==> config.mk <==
export PLATFORM = sky130hd
export DESIGN_NAME = spi_opseq
export DESIGN_NICKNAME = d
export VERILOG_FILES = /design/src/rtl/spi_opseq_pkg.sv /design/src/rtl/spi_opseq_decode.sv /design/src/rtl/spi_opseq_cs.sv /design/src/rtl/spi_opseq_shifter.sv /design/src/rtl/spi_opseq.sv
export SDC_FILE = /design/constraint.sdc
export NUM_CORES = 1
export LEC_CHECK = 0
export BUFFER_PORTS_ARGS = -buffer_cell sky130_fd_sc_hd__buf_2
export CELL_PAD_IN_SITES_DETAIL_PLACEMENT = 1
export CELL_PAD_IN_SITES_GLOBAL_PLACEMENT = 1
export CORE_UTILIZATION = 40
export CTS_BUF_LIST = sky130_fd_sc_hd__clkbuf_8
export DETAILED_ROUTE_END_ITERATION = 10
export PLACE_DENSITY_LB_ADDON = 0.05
export SYNTH_ARGS = -nofsm -noshare
export SYNTH_HDL_FRONTEND = slang
export SYNTH_SLANG_ARGS = --single-unit
==> constraint.sdc <==
create_clock -name clk -period 2.7 [get_ports clk]
set_input_delay 0.405 -clock clk [delete_from_list [all_inputs] [get_ports clk]]
set_output_delay 0.405 -clock clk [all_outputs]
set_load 0.02 [all_outputs]
==> src/rtl/spi_opseq_pkg.sv <==
package spi_opseq_pkg;

  localparam int DW     = 64;
  localparam int DIV_W  = 12;
  localparam int BITS_W = 7;

  localparam logic [2:0] ADDR_PROG = 3'd0;
  localparam logic [2:0] ADDR_TX   = 3'd1;
  localparam logic [2:0] ADDR_RX   = 3'd2;
  localparam logic [2:0] ADDR_LOOP = 3'd3;
  localparam logic [2:0] ADDR_CLK  = 3'd4;
  localparam logic [2:0] ADDR_STAT = 3'd5;

  localparam int CFG_IMPLICIT_BIT = 10;
  localparam int CFG_RELOAD_BIT   = 11;
  localparam int LOOP_LO          = 32;
  localparam int DIV_LO           = 52;

  localparam int ST_RX_FULL = 63;
  localparam int ST_RX_OVR  = 62;
  localparam int ST_RX_UND  = 61;
  localparam int ST_TX_FULL = 59;
  localparam int ST_TX_OVR  = 58;
  localparam int ST_CODE_LO = 48;

  typedef enum logic [1:0] {ST_IDLE, ST_EXEC, ST_SHIFT} seq_state_e;

  typedef enum logic [2:0] {
    OPC_STOP, OPC_SEL, OPC_OUT, OPC_IN, OPC_COPY, OPC_BRANCH, OPC_NOP
  } op_cls_e;

  // Opcode byte held in a slot; slot 0 is the most significant byte.
  function automatic logic [7:0] slot_byte(input logic [DW-1:0] prog,
                                           input logic [2:0] idx);
    logic [5:0] lsb;
    lsb = {3'd7 - idx, 3'b000};
    return prog[lsb +: 8];
  endfunction

  // Number of serial bits for a byte-count nibble.
  function automatic logic [BITS_W-1:0] shift_bits(input logic [3:0] n);
    if (n == 4'd0)      return '0;
    else if (n > 4'd8)  return 7'd64;
    else                return {n, 3'b000};
  endfunction

  function automatic logic [7:0] state_code(input seq_state_e st,
                                            input logic dir_in);
    case (st)
      ST_IDLE: return 8'h01;
      ST_EXEC: return 8'h02;
      default: return dir_in ? 8'h08 : 8'h04;
    endcase
  endfunction

  function automatic logic [DW-1:0] pack_status(input logic rx_full,
      input logic rx_ovr, input logic rx_und, input logic tx_full,
      input logic tx_ovr, input logic [7:0] code);
    logic [DW-1:0] s;
    s = '0;
    s[ST_RX_FULL] = rx_full;
    s[ST_RX_OVR]  = rx_ovr;
    s[ST_RX_UND]  = rx_und;
    s[ST_TX_FULL] = tx_full;
    s[ST_TX_OVR]  = tx_ovr;
    s[ST_CODE_LO +: 8] = code;
    return s;
  endfunction

endpackage

==> src/rtl/spi_opseq_decode.sv <==
module spi_opseq_decode
  import spi_opseq_pkg::*;
(
  input  logic [7:0] op,
  output op_cls_e    cls,
  output logic [3:0] nib
);
  assign nib = op[3:0];

  always_comb begin
    case (op[7:4])
      4'h0:    cls = (op[3:0] == 4'h0) ? OPC_STOP : OPC_NOP;
      4'h1:    cls = OPC_SEL;
      4'h3:    cls = OPC_OUT;
      4'h4:    cls = OPC_IN;
      4'hC:    cls = (op[3:0] == 4'h0) ? OPC_COPY : OPC_NOP;
      4'hE:    cls = OPC_BRANCH;
      default: cls = OPC_NOP;
    endcase
  end
endmodule

==> src/rtl/spi_opseq_cs.sv <==
module spi_opseq_cs #(
  parameter int NUM_CS = 4
) (
  input  logic              clk,
  input  logic              rst_n,
  input  logic              sel_fire,
  input  logic [3:0]        sel_nib,
  output logic [NUM_CS-1:0] cs_n
);
  for (genvar i = 0; i < NUM_CS; i++) begin : g_cs
    always_ff @(posedge clk or negedge rst_n) begin
      if (!rst_n)        cs_n[i] <= 1'b1;
      else if (sel_fire) cs_n[i] <= (sel_nib != 4'(i + 1));
    end
  end

  // never more than one chip select low
  a_r3_one_select: assert property (@(posedge clk) disable iff (!rst_n)
    $onehot0(~cs_n));
endmodule

==> src/rtl/spi_opseq_shifter.sv <==
module spi_opseq_shifter
  import spi_opseq_pkg::*;
(
  input  logic              clk,
  input  logic              rst_n,
  input  logic              start,
  input  logic              is_out,
  input  logic [BITS_W-1:0] nbits,
  input  logic [DW-1:0]     load_word,
  input  logic [DIV_W-1:0]  div,
  input  logic              miso,
  output logic              sck,
  output logic              mosi,
  output logic              busy,
  output logic              done,
  output logic [DW-1:0]     cap_word
);
  logic [DW-1:0]     sh_q;
  logic [BITS_W-1:0] left_q;
  logic [DIV_W-1:0]  hcnt_q;
  logic              out_q;

  logic phase_end, rise_evt, fall_evt;
  assign phase_end = busy && (hcnt_q == '0);
  assign rise_evt  = phase_end && !sck;
  assign fall_evt  = phase_end && sck;

  always_ff @(posedge clk or negedge rst_n) begin
    if (!rst_n) begin
      sh_q <= '0; cap_word <= '0; left_q <= '0; hcnt_q <= '0;
      sck <= 1'b0; busy <= 1'b0; done <= 1'b0; out_q <= 1'b0;
    end else begin
      done <= 1'b0;
      if (start && !busy) begin
        busy     <= 1'b1;
        sh_q     <= load_word;
        cap_word <= '0;
        left_q   <= nbits;
        hcnt_q   <= div;
        sck      <= 1'b0;
        out_q    <= is_out;
      end else if (busy) begin
        if (!phase_end) hcnt_q <= hcnt_q - 1'b1;
        else            hcnt_q <= div;
        if (rise_evt) begin
          sck      <= 1'b1;
          cap_word <= {cap_word[DW-2:0], miso};
        end
        if (fall_evt) begin
          sck    <= 1'b0;
          sh_q   <= {sh_q[DW-2:0], 1'b0};
          left_q <= left_q - 1'b1;
          if (left_q == 7'd1) begin
            busy <= 1'b0;
            done <= 1'b1;
          end
        end
      end
    end
  end

  assign mosi = busy && out_q && sh_q[DW-1];

  // SCK only toggles during a shift
  a_r12_sck_idle_low: assert property (@(posedge clk) disable iff (!rst_n)
    !busy |-> !sck);
  // a shift finishes on a falling SCK edge
  a_r12_done_after_high: assert property (@(posedge clk) disable iff (!rst_n)
    done |-> $past(sck));
endmodule

==> src/rtl/spi_opseq.sv <==
module spi_opseq
  import spi_opseq_pkg::*;
#(
  parameter int NUM_CS    = 4,
  parameter int DIV_RESET = 19
) (
  input  logic              clk,
  input  logic              rst_n,
  input  logic              host_we,
  input  logic              host_re,
  input  logic [2:0]        host_addr,
  input  logic [DW-1:0]     host_wdata,
  output logic [DW-1:0]     host_rdata,
  output logic              spi_sck,
  output logic              spi_mosi,
  input  logic              spi_miso,
  output logic [NUM_CS-1:0] spi_cs_n
);
  localparam logic [DW-1:0] CLK_CFG_RST = {DIV_W'(DIV_RESET), {DIV_LO{1'b0}}};

  logic [DW-1:0] prog_q, tx_q, rx_q, loop_cfg_q, clk_cfg_q;
  logic          tx_full_q, rx_full_q, tx_ovr_q, rx_und_q, rx_ovr_q;
  seq_state_e    state_q;
  logic [2:0]    pc_q;
  logic [7:0]    loop_cnt_q;
  logic          primed_q, dir_in_q;

  // host events
  logic wr_prog, wr_tx, wr_rx, wr_loop, wr_clk, wr_stat, rd_rx;
  assign wr_prog = host_we && host_addr == ADDR_PROG;
  assign wr_tx   = host_we && host_addr == ADDR_TX;
  assign wr_rx   = host_we && host_addr == ADDR_RX;
  assign wr_loop = host_we && host_addr == ADDR_LOOP;
  assign wr_clk  = host_we && host_addr == ADDR_CLK;
  assign wr_stat = host_we && host_addr == ADDR_STAT;
  assign rd_rx   = host_re && host_addr == ADDR_RX;

  // decode of the current slot
  op_cls_e           op_cls;
  logic [3:0]        op_nib;
  logic [BITS_W-1:0] op_bits;
  spi_opseq_decode u_dec (.op(slot_byte(prog_q, pc_q)), .cls(op_cls), .nib(op_nib));
  assign op_bits = shift_bits(op_nib);

  logic implicit_en, reload_en;
  assign implicit_en = loop_cfg_q[CFG_IMPLICIT_BIT];
  assign reload_en   = loop_cfg_q[CFG_RELOAD_BIT];

  // sequencer events
  logic step, halt, sel_fire, shift_start, prime_take, copy_fire;
  logic take_branch, branch_fall, out_done, rx_load, end_run;
  logic shift_done, sh_busy;
  logic [DW-1:0] cap_word;

  always_comb begin
    step = 1'b0; halt = 1'b0; sel_fire = 1'b0; shift_start = 1'b0;
    prime_take = 1'b0; copy_fire = 1'b0; take_branch = 1'b0;
    branch_fall = 1'b0; out_done = 1'b0; rx_load = 1'b0;
    if (state_q == ST_EXEC) begin
      case (op_cls)
        OPC_STOP: halt = 1'b1;
        OPC_SEL: begin sel_fire = 1'b1; step = 1'b1; end
        OPC_OUT: begin
          if (op_bits == '0)  step = 1'b1;
          else if (tx_full_q) shift_start = 1'b1;
        end
        OPC_IN: begin
          if (op_bits == '0) step = 1'b1;
          else if (implicit_en && !primed_q) prime_take = tx_full_q;
          else if (!rx_full_q) shift_start = 1'b1;
        end
        OPC_COPY: begin copy_fire = 1'b1; step = 1'b1; end
        OPC_BRANCH: begin
          if (loop_cnt_q != 8'd0) take_branch = 1'b1;
          else begin branch_fall = 1'b1; step = 1'b1; end
        end
        default: step = 1'b1;
      endcase
    end else if (state_q == ST_SHIFT && shift_done) begin
      step     = 1'b1;
      out_done = !dir_in_q;
      rx_load  = dir_in_q;
    end
    end_run = halt || (step && pc_q == 3'd7);
  end

  // sequencer state
  always_ff @(posedge clk or negedge rst_n) begin
    if (!rst_n) begin
      state_q <= ST_IDLE; pc_q <= '0; loop_cnt_q <= '0;
      primed_q <= 1'b0; dir_in_q <= 1'b0;
    end else if (state_q == ST_IDLE) begin
      if (wr_prog) begin
        state_q    <= ST_EXEC;
        pc_q       <= '0;
        loop_cnt_q <= loop_cfg_q[LOOP_LO +: 8];
        primed_q   <= 1'b0;
      end
    end else begin
      if (end_run)          state_q <= ST_IDLE;
      else if (shift_start) state_q <= ST_SHIFT;
      else if (step)        state_q <= ST_EXEC;
      if (shift_start) dir_in_q <= (op_cls == OPC_IN);
      if (prime_take)  primed_q <= 1'b1;
      if (step && pc_q != 3'd7) pc_q <= pc_q + 3'd1;
      if (take_branch) begin
        pc_q       <= op_nib[2:0];
        loop_cnt_q <= loop_cnt_q - 8'd1;
      end
      if (branch_fall && reload_en) loop_cnt_q <= loop_cfg_q[LOOP_LO +: 8];
    end
  end

  // data registers and flags
  always_ff @(posedge clk or negedge rst_n) begin
    if (!rst_n) begin
      prog_q <= '0; tx_q <= '0; rx_q <= '0; loop_cfg_q <= '0;
      clk_cfg_q <= CLK_CFG_RST;
      tx_full_q <= 1'b0; rx_full_q <= 1'b0;
      tx_ovr_q <= 1'b0; rx_und_q <= 1'b0; rx_ovr_q <= 1'b0;
    end else begin
      if (wr_prog && state_q == ST_IDLE) prog_q <= host_wdata;
      if (wr_loop) loop_cfg_q <= host_wdata;
      if (wr_clk)  clk_cfg_q  <= host_wdata;
      // transmit side
      if (out_done || prime_take) tx_full_q <= 1'b0;
      if (copy_fire) begin
        tx_q      <= rx_q;
        tx_full_q <= 1'b1;
      end
      if (wr_tx) begin
        if (tx_full_q) tx_ovr_q <= 1'b1;
        else begin
          tx_q      <= host_wdata;
          tx_full_q <= 1'b1;
        end
      end
      // receive side
      if (copy_fire) rx_full_q <= 1'b0;
      if (rd_rx) begin
        if (rx_full_q) rx_full_q <= 1'b0;
        else           rx_und_q  <= 1'b1;
      end
      if (rx_load) begin
        rx_q      <= cap_word;
        rx_full_q <= 1'b1;
      end
      if (wr_rx) rx_ovr_q <= 1'b1;
      if (wr_stat) begin
        tx_ovr_q <= tx_ovr_q & host_wdata[ST_TX_OVR];
        rx_und_q <= rx_und_q & host_wdata[ST_RX_UND];
        rx_ovr_q <= rx_ovr_q & host_wdata[ST_RX_OVR];
      end
    end
  end

  spi_opseq_shifter u_shift (
    .clk(clk), .rst_n(rst_n), .start(shift_start), .is_out(op_cls == OPC_OUT),
    .nbits(op_bits), .load_word(tx_q), .div(clk_cfg_q[DIV_LO +: DIV_W]),
    .miso(spi_miso), .sck(spi_sck), .mosi(spi_mosi), .busy(sh_busy),
    .done(shift_done), .cap_word(cap_word)
  );

  spi_opseq_cs #(.NUM_CS(NUM_CS)) u_cs (
    .clk(clk), .rst_n(rst_n), .sel_fire(sel_fire), .sel_nib(op_nib),
    .cs_n(spi_cs_n)
  );

  logic [7:0] st_code;
  assign st_code = state_code(state_q, dir_in_q);

  always_comb begin
    case (host_addr)
      ADDR_PROG: host_rdata = prog_q;
      ADDR_TX:   host_rdata = tx_q;
      ADDR_RX:   host_rdata = rx_q;
      ADDR_LOOP: host_rdata = loop_cfg_q;
      ADDR_CLK:  host_rdata = clk_cfg_q;
      ADDR_STAT: host_rdata = pack_status(rx_full_q, rx_ovr_q, rx_und_q,
                                          tx_full_q, tx_ovr_q, st_code);
      default:   host_rdata = '0;
    endcase
  end

  // a write into a full transmit register flags overrun
  a_r9_tx_overrun: assert property (@(posedge clk) disable iff (!rst_n)
    (wr_tx && tx_full_q) |=> tx_ovr_q);
  // receive-full rises only when a shift-in completes
  a_r5_rx_full_source: assert property (@(posedge clk) disable iff (!rst_n)
    $rose(rx_full_q) |-> $past(rx_load));
  // a finished shift-out leaves the transmit register empty
  a_r4_out_empties: assert property (@(posedge clk) disable iff (!rst_n)
    out_done |=> !tx_full_q);
  // state code is always one-hot
  a_r13_code_onehot: assert property (@(posedge clk) disable iff (!rst_n)
    $countones(st_code) == 1);
  // the shifter is busy exactly while the sequencer is shifting
  a_r12_busy_in_shift: assert property (@(posedge clk) disable iff (!rst_n)
    sh_busy |-> state_q == ST_SHIFT);
endmodule

# Word-level counts from Yosys, hierarchy flattened
# Index checks and enable logic that the tools add are counted.
[classes]
eq_ne = 26
order_cmp = 1
mux = 98
reduce_logical = 56
add_sub_neg = 5
shifts = 1
bitwise_logic = 4
[op_table]
columns = ["cell", "n"]
rows = [
  ["two-way mux 64 bit", 9],
  ["case mux 64 bit (6 select lines)", 1],
  ["indexed part select 64 x 7 -> 8 bit", 1],
  ["two-way mux 1 bit", 60],
  ["two-way mux 12 bit", 3],
  ["two-way mux 7 bit", 5],
  ["two-way mux 8 bit", 4],
  ["AND reduction 2 bit", 10],
  ["logical AND 1 bit", 19],
  ["case mux 3 bit (6 select lines)", 1],
  ["nonzero test 2 bit", 8],
  ["== test 3 bit, second input constant", 5],
  ["two-way mux 3 bit", 5],
  ["== test 3 x 2 -> 1 bit, second input constant", 4],
  ["logical NOT 12 bit", 1],
  ["two-way mux 2 bit", 6],
  ["subtractor 12 x 1 -> 12 bit, second input constant", 1],
  ["nonzero test 3 bit", 3],
  ["== test 4 bit, second input constant", 2],
  ["logical NOT 4 bit", 2],
  ["!= test 4 x 2 -> 1 bit, second input constant", 2],
  ["case mux 4 bit (2 select lines)", 1],
  ["nonzero test 8 bit", 1],
  ["subtractor 8 x 1 -> 8 bit, second input constant", 1],
  ["other kinds (28)", 36],
]
[word_totals]
out_inout_bits = 70
inputBits = 72
ff_bits = 495
word_cells = 218

# Logic depth before layout (Yosys ltp)
[depth]
depth_word = 14
mapped_depth = 13
mapped_depth_nobuf = 10

# Modules after synthesis
# From an unflattened synthesis, not the netlist that was laid out.
[hier_totals]
hier_cells = 2179
hier_area_um2 = 24120.6
[by_module_without_submodules]
columns = ["mod", "cells_per_inst", "seq_area_each_um2", "area_per_inst_um2", "instances"]
rows = [
  ["spi_opseq", 1484, 8511.9, 16773.6, 1],
  ["spi_opseq_shifter", 663, 3778.6, 7029.2, 1],
  ["spi_opseq_cs", 17, 105.1, 193.9, 1],
  ["spi_opseq_decode", 15, 0.0, 123.9, 1],
]

# Worst setup path before layout
# No wires, ideal clock.
[synth_timing]
path_type = "reg-to-reg"
start = "reg u_shift.hcnt_q[0]"
end = "reg u_shift.left_q[4]"
stages_incl_launch_ff = 13
t_required_ns = 2.623
synth_period_minus_slack_ns = 2.707
slack_ns = -0.007
n_path_buf = 2
setup_time_ns = 0.077
t_arrival_ns = 2.629
cell_sequence = "dfrtp_1 inv_1 ha_1 or4b_4 or3_1 buf_2 nor3_4 and2_1 buf_6 nand2_2 or3_1 xor2_1 a21oi_1"
[synth_between]
elab_chain_cells = 5
[synth_lines]
columns = ["element", "line_no", "source"]
rows = [
  ["from (decl)", "spi_opseq_shifter.sv:20", "logic [DIV_W-1:0] hcnt_q;"],
  ["from (signal assigned)", "spi_opseq_shifter.sv:39", "hcnt_q <= div;"],
  ["from (signal assigned)", "spi_opseq_shifter.sv:43", "if (!phase_end) hcnt_q <= hcnt_q - 1'b1;"],
  ["from (signal assigned)", "spi_opseq_shifter.sv:44", "else hcnt_q <= div;"],
  ["logical NOT 12 bit", "spi_opseq_shifter.sv:24", "assign phase_end = busy && (hcnt_q == '0);"],
  ["logical AND 1 bit", "spi_opseq_shifter.sv:24", ""],
  ["logical AND 1 bit", "spi_opseq_shifter.sv:26", "assign fall_evt = phase_end && sck;"],
  ["nonzero test 2 bit (no source line)", "--", ""],
  ["AND reduction 2 bit (no source line)", "--", ""],
  ["to (signal assigned)", "spi_opseq_shifter.sv:38", "left_q <= nbits;"],
  ["to (signal assigned)", "spi_opseq_shifter.sv:52", "left_q <= left_q - 1'b1;"],
  ["to (decl)", "spi_opseq_shifter.sv:19", "logic [BITS_W-1:0] left_q;"],
]
# Every way passes these cells.
# A chain may end at the register's enable or synchronous reset.

# Worst setup path after layout
[layout_timing]
start = "reg pc_q[2]"
end = "reg u_shift.sh_q[3]"
[layout_between]
elab_chain_cells = 12
elab_cells_between_ends = 27
cone_classes = "add/sub (1); order compare (1); eq/ne (7); shift (1); mux (10); reduce/logical (7)"
[layout_lines]
columns = ["element", "line_no", "source"]
rows = [
  ["from (decl)", "spi_opseq.sv:24", "logic [2:0] pc_q;"],
  ["from (signal assigned)", "spi_opseq.sv:105", "if (step && pc_q != 3'd7) pc_q <= pc_q + 3'd1;"],
  ["from (signal assigned)", "spi_opseq.sv:107", "pc_q <= op_nib[2:0];"],
  ["subtractor 3 bit (*)", "spi_opseq_pkg.sv:36", "lsb = {3'd7 - idx, 3'b000};"],
  ["indexed part select 64 x 7 -> 8 bit (*)", "spi_opseq_pkg.sv:37", "return prog[lsb +: 8];"],
  ["> comparator 4 bit", "spi_opseq_pkg.sv:43", "else if (n > 4'd8) return 7'd64;"],
  ["two-way mux 7 bit", "spi_opseq_pkg.sv:43", ""],
  ["two-way mux 7 bit", "spi_opseq_pkg.sv:42", "if (n == 4'd0) return '0;"],
  ["logical NOT 7 bit", "spi_opseq.sv:64, spi_opseq.sv:68", ""],
  ["two-way mux 1 bit (on tied branches)", "spi_opseq.sv:68, spi_opseq.sv:64", ""],
  ["case mux 1 bit (2 select lines) (*)", "spi_opseq.sv:60", "case (op_cls)"],
  ["two-way mux 1 bit (*)", "spi_opseq.sv:59", "if (state_q == ST_EXEC) begin"],
  ["logical AND 1 bit (*)", "spi_opseq_shifter.sv:34", "if (start && !busy) begin"],
  ["nonzero test 2 bit (no source line)", "--", ""],
  ["AND reduction 2 bit (no source line)", "--", ""],
  ["to (signal assigned)", "spi_opseq_shifter.sv:36", "sh_q <= load_word;"],
  ["to (signal assigned)", "spi_opseq_shifter.sv:51", "sh_q <= {sh_q[DW-2:0], 1'b0};"],
  ["to (decl)", "spi_opseq_shifter.sv:18", "logic [DW-1:0] sh_q;"],
]
# Every way passes the cells marked *; elsewhere a longest branch is shown, timed or not.

==> summary.md <==
| Metric | Value |
|---|---|
| Fin. max-slew vios | 0 |
| Initial DRC Count | ~1100 |
| Via density per instance | 5.57 |
| Net count, final | 2741 |
| Residual DRC count | 0 |
| Top Ports | 142 |
| DR vias | 19500 |
| RSZ-0062 raised after global routing | yes |
| Pwr Total | roughly 28 mW |
| Post-synth EDFFs | 0 |
| Util after Layout | 53.0% |
| Final setup viols | about 210 |
| Layout area overhead | 30.0% |
| Total track usage | 30.1% |
| Mapped Cells | around 2300 |
| Clock Tree Root | clkbuf_8 |
| PD cells | 916 nW/µm² |
| CTS H-tree depth | 3 |
| Synth warn | 0 |
| Peak VDD IR | around 0.49 mV |
| Total congestion overflow | 0 |
| Core Rows | slightly below 90 |
| Area of the core | between 50000 and 60000 µm² |
| Cell area after synthesis | approximately 24000 µm² |
| Clock sinks | ~500 |
| Fmax | roughly 340 MHz |
| Post-synth net total | ~2300 |
| Antenna violations before repair | 2 |
| CP cell instances | buf_4 -> mux4_2 -> mux2_4 -> and3b_2 -> a22o_4 -> buf_6 -> o211ai_4 -> nor2_4 -> buf_12 -> clkbuf_16 -> buf_12 -> a22oi_2 -> nand2_1 |
| Worst path top cell family by delay | multiplexers |
| Sequential cell area fraction in the yosys report | 52.4% |
| Initial Utilization | 40.7% |
| HPWL after DPL | approximately 57000 µm |
| Path category of the worst min-delay check | in -> reg |
| Largest net degree at the start of global routing | around 70 |
| Insertion delay to the later sink of the worst-skew pair | between 0.7 and 0.8 ns |
| Chip width | about 250 µm |
| Critical-path top delay cell | mux4_2 |
| Final worst path period need | around 2.9 ns |
| Clk pin slew, worst setup/hold paths | 0.07 ns |
| Worst Max-Slew Pin Slew | slightly below 0.7 ns |
| CTS Buf Count | a little over 90 |
| Hold Fails Final Rpt | 0 |
| Post-synthesis async set-or-reset flop share | 100% |
| First-pass GRT wire length | between 100000 and 150000 µm |
| Crit path required time | between 3 and 4 ns |
| Worst Path Buf+Inv | 5 |
| CP peak stage delay | 0.48 ns |
| CP startpoint kind | flop |
| CP max FO | 8 |
| Setup crit end kind | flop |
| Die area | 60100 µm² |
| DRT antenna net count | 0 |
| First drt pass iteration count | 5 |
| Failing checks | setup timing |
| Die Y | roughly 250 µm |
| Layout cell share with drive strength beyond 1 | 32.7% |
| Outcome | finished, violations left |
| Seq cells post-synth | approximately 500 |
| CTS tree | built |
| Leak | 14.3 nW |
| Clock buffer depth | 3 |
| Vias in the first global route | 21100 |
| Synth cell types | 67 |
| Count of input and output buffers | between 100 and 150 |
| Final setup margin | -0.206 ns |
| Routed wire length | 91000 µm |
| Arr. time, crit path | about 3.5 ns |
| WL/cell | 26.0 µm |
| Crit path top cell by count | buf_12 |
| Worst clock skew | between 0.03 and 0.04 ns |
| Max_slew headroom | between 50 and 60% |
| Mean Syn Cell Area | roughly 10 µm² |
| Max_cap viols | 0 |
| GPL Wtd Cong | about 0.88 |
| Fin crit share | 108% |
| Most used DFF post-synth | dfrtp_1 |
| Crit Path Category | reg -> reg |
[Yosys cell counts (5+ instances only)]
master    instances  share of area (%)
nor4_1            7               0.19
nand2b_1         15               0.40
o221ai_1          7               0.26
xor2_1            6               0.22
dfrtp_1         488                 52
nor2b_1           6               0.16
a22oi_1          66                2.1
o31ai_1           5               0.16
dfstp_2           7               0.78
buf_1            14               0.22
nand2_1         578                9.2
buf_6             6               0.29
or3_1             6               0.16
mux4_2           41                3.9
nor2_1           84                1.3
mux2_2          196                9.3
a31oi_1          11               0.29
buf_2            30               0.64
nor3_1           17               0.36
o211ai_1          5               0.16
o22ai_1          37               0.98
a21oi_1         132                2.8
ha_1              6               0.32
o21ai_1          41               0.87
o21ai_0          72                1.5
clkbuf_1         99                1.6
nor3b_1           6               0.19
buf_4             7               0.22
mux2i_1         148                6.3
inv_1            42               0.67
xnor2_1           6               0.22
nand3_1          10               0.21
[report_power, final]
group	internal [mW]	switching [mW]
sequential	9.44	2.15
clock	3.73	3.38
combinational	4.59	4.85
total	17.8	10.4
[final timing paths]
check	startpoint	end	slack (ns)	cells after the start
setup / recovery	pc_q[2]	u_shift.sh_q[3]	-0.21	13
hold / removal	host_we	rx_ovr_q	0.12	3
setup reg to reg	pc_q[2]	u_shift.sh_q[3]	-0.21	13
hold reg to reg	u_shift.sh_q[50]	u_shift.sh_q[50]	0.47	2
max in group asynchronous	rst_n	u_shift.sh_q[28]	1.57	3
min in group asynchronous	rst_n	u_shift.cap_word[47]	0.26	2
[placed cells by master (no fill, tap or decap), drive strengths merged, types with 7 or more instances in the layout]
master | synthesis | routed
a21oi | 132 | 132
a22oi | 66 | 66
a31oi | 12 | 12
buf | 60 | 388
clkbuf | 99 | 119
clkinv | 0 | 8
dfrtp | 488 | 488
dfstp | 7 | 7
dlygate4sd3 | 0 | 67
inv | 42 | 82
mux2 | 198 | 198
mux2i | 148 | 148
mux4 | 41 | 41
nand2 | 579 | 579
nand2b | 15 | 15
nand3 | 10 | 10
nor2 | 87 | 87
nor3 | 18 | 18
nor3b | 8 | 8
nor4 | 7 | 7
o21ai | 113 | 113
o221ai | 7 | 7
o22ai | 37 | 37
[per-layer routing]
| metal | wire length [µm] | GRT usage (%) | share of wire, % |
|---|---|---|---|
| met2 | 44200 | 50.5 | 49 |
| met1 | 40300 | 40.0 | 44 |
| met4 | 2860 | 9.21 | 3.1 |
| met3 | 3600 | 4.52 | 4.0 |
| met5 | 13 | 0 | 0.014 |
[tightest hold or removal path: cells and delay by family]
family,cells,cell delay (ns)
buffers and inverters,1,0.15
AO/OA/AOI/OAI,2,0.22
[cell families (layout without fill, tap and decap cells)]
| logic type | count (synthesis) | in the layout | synth area share [%] |
|---|---|---|---|
| AOI/OAI and AO/OA | 403 | 403 | 10.2 |
| xor gates and xnor gates | 12 | 12 | 0.445 |
| adders and majority gates | 6 | 6 | 0.318 |
| buffers and inverters | 201 | 668 | 3.80 |
| DFF | 495 | 495 | 52.4 |
| muxes | 387 | 387 | 19.6 |
| other | 0 | 2 | 0 |
| and+or+nand+nor | 759 | 759 | 13.2 |
[final cells by class]
class / count / area (µm²)
tap: 765 / 957
antenna: 2 / 5.00
multi-input combinational: 1567 / 10900
fill: 6193 / 27300
timing repair buffer: 466 / 4580
sequential: 495 / 12400
inverter: 42 / 158
clock inverter: 52 / 275
clock buffer: 108 / 1490
[timing repair]
action	in CTS	in global routing
pin swaps	14	39
setup buffers	25	16
hold buffers	67	0
endpoints found under the setup margin	213	226
hold endpoints to repair	254	0
resized for setup	88	108
gates cloned	15	12
[state kept, by name, summed over array words and instances, names as in the netlist, 2 cells and up]
name,cells
tx_q,64
u_cs.cs_n,4
state_q,2
u_shift.hcnt_q,12
prog_q,64
clk_cfg_q,64
u_shift.left_q,7
loop_cfg_q,64
u_shift.cap_word,64
u_shift.sh_q,64
pc_q,3
loop_cnt_q,8
rx_q,64
[metrics by stage]
step | hold WS (ns) | setup TNS, ns | cells | worst slack, ns | instance area (µm²)
2_1_floorplan | 0.109 | 0 | 2263 | 0.0143 | 23600
3_3_place_gp | 0.409 | -11.13 | 3202 | -0.251 | 26600
3_5_place_dp | 0.413 | -20.94 | 3202 | -0.239 | 26600
4_1_cts | 0.0692 | -7.24 | 3469 | -0.114 | 30000
5_1_grt | 0.129 | -43.13 | 3496 | -0.278 | 30700
6_report | 0.118 | -22.80 | 3497 | -0.206 | 30700
Note: power is estimated with default switching activity, not from simulation.
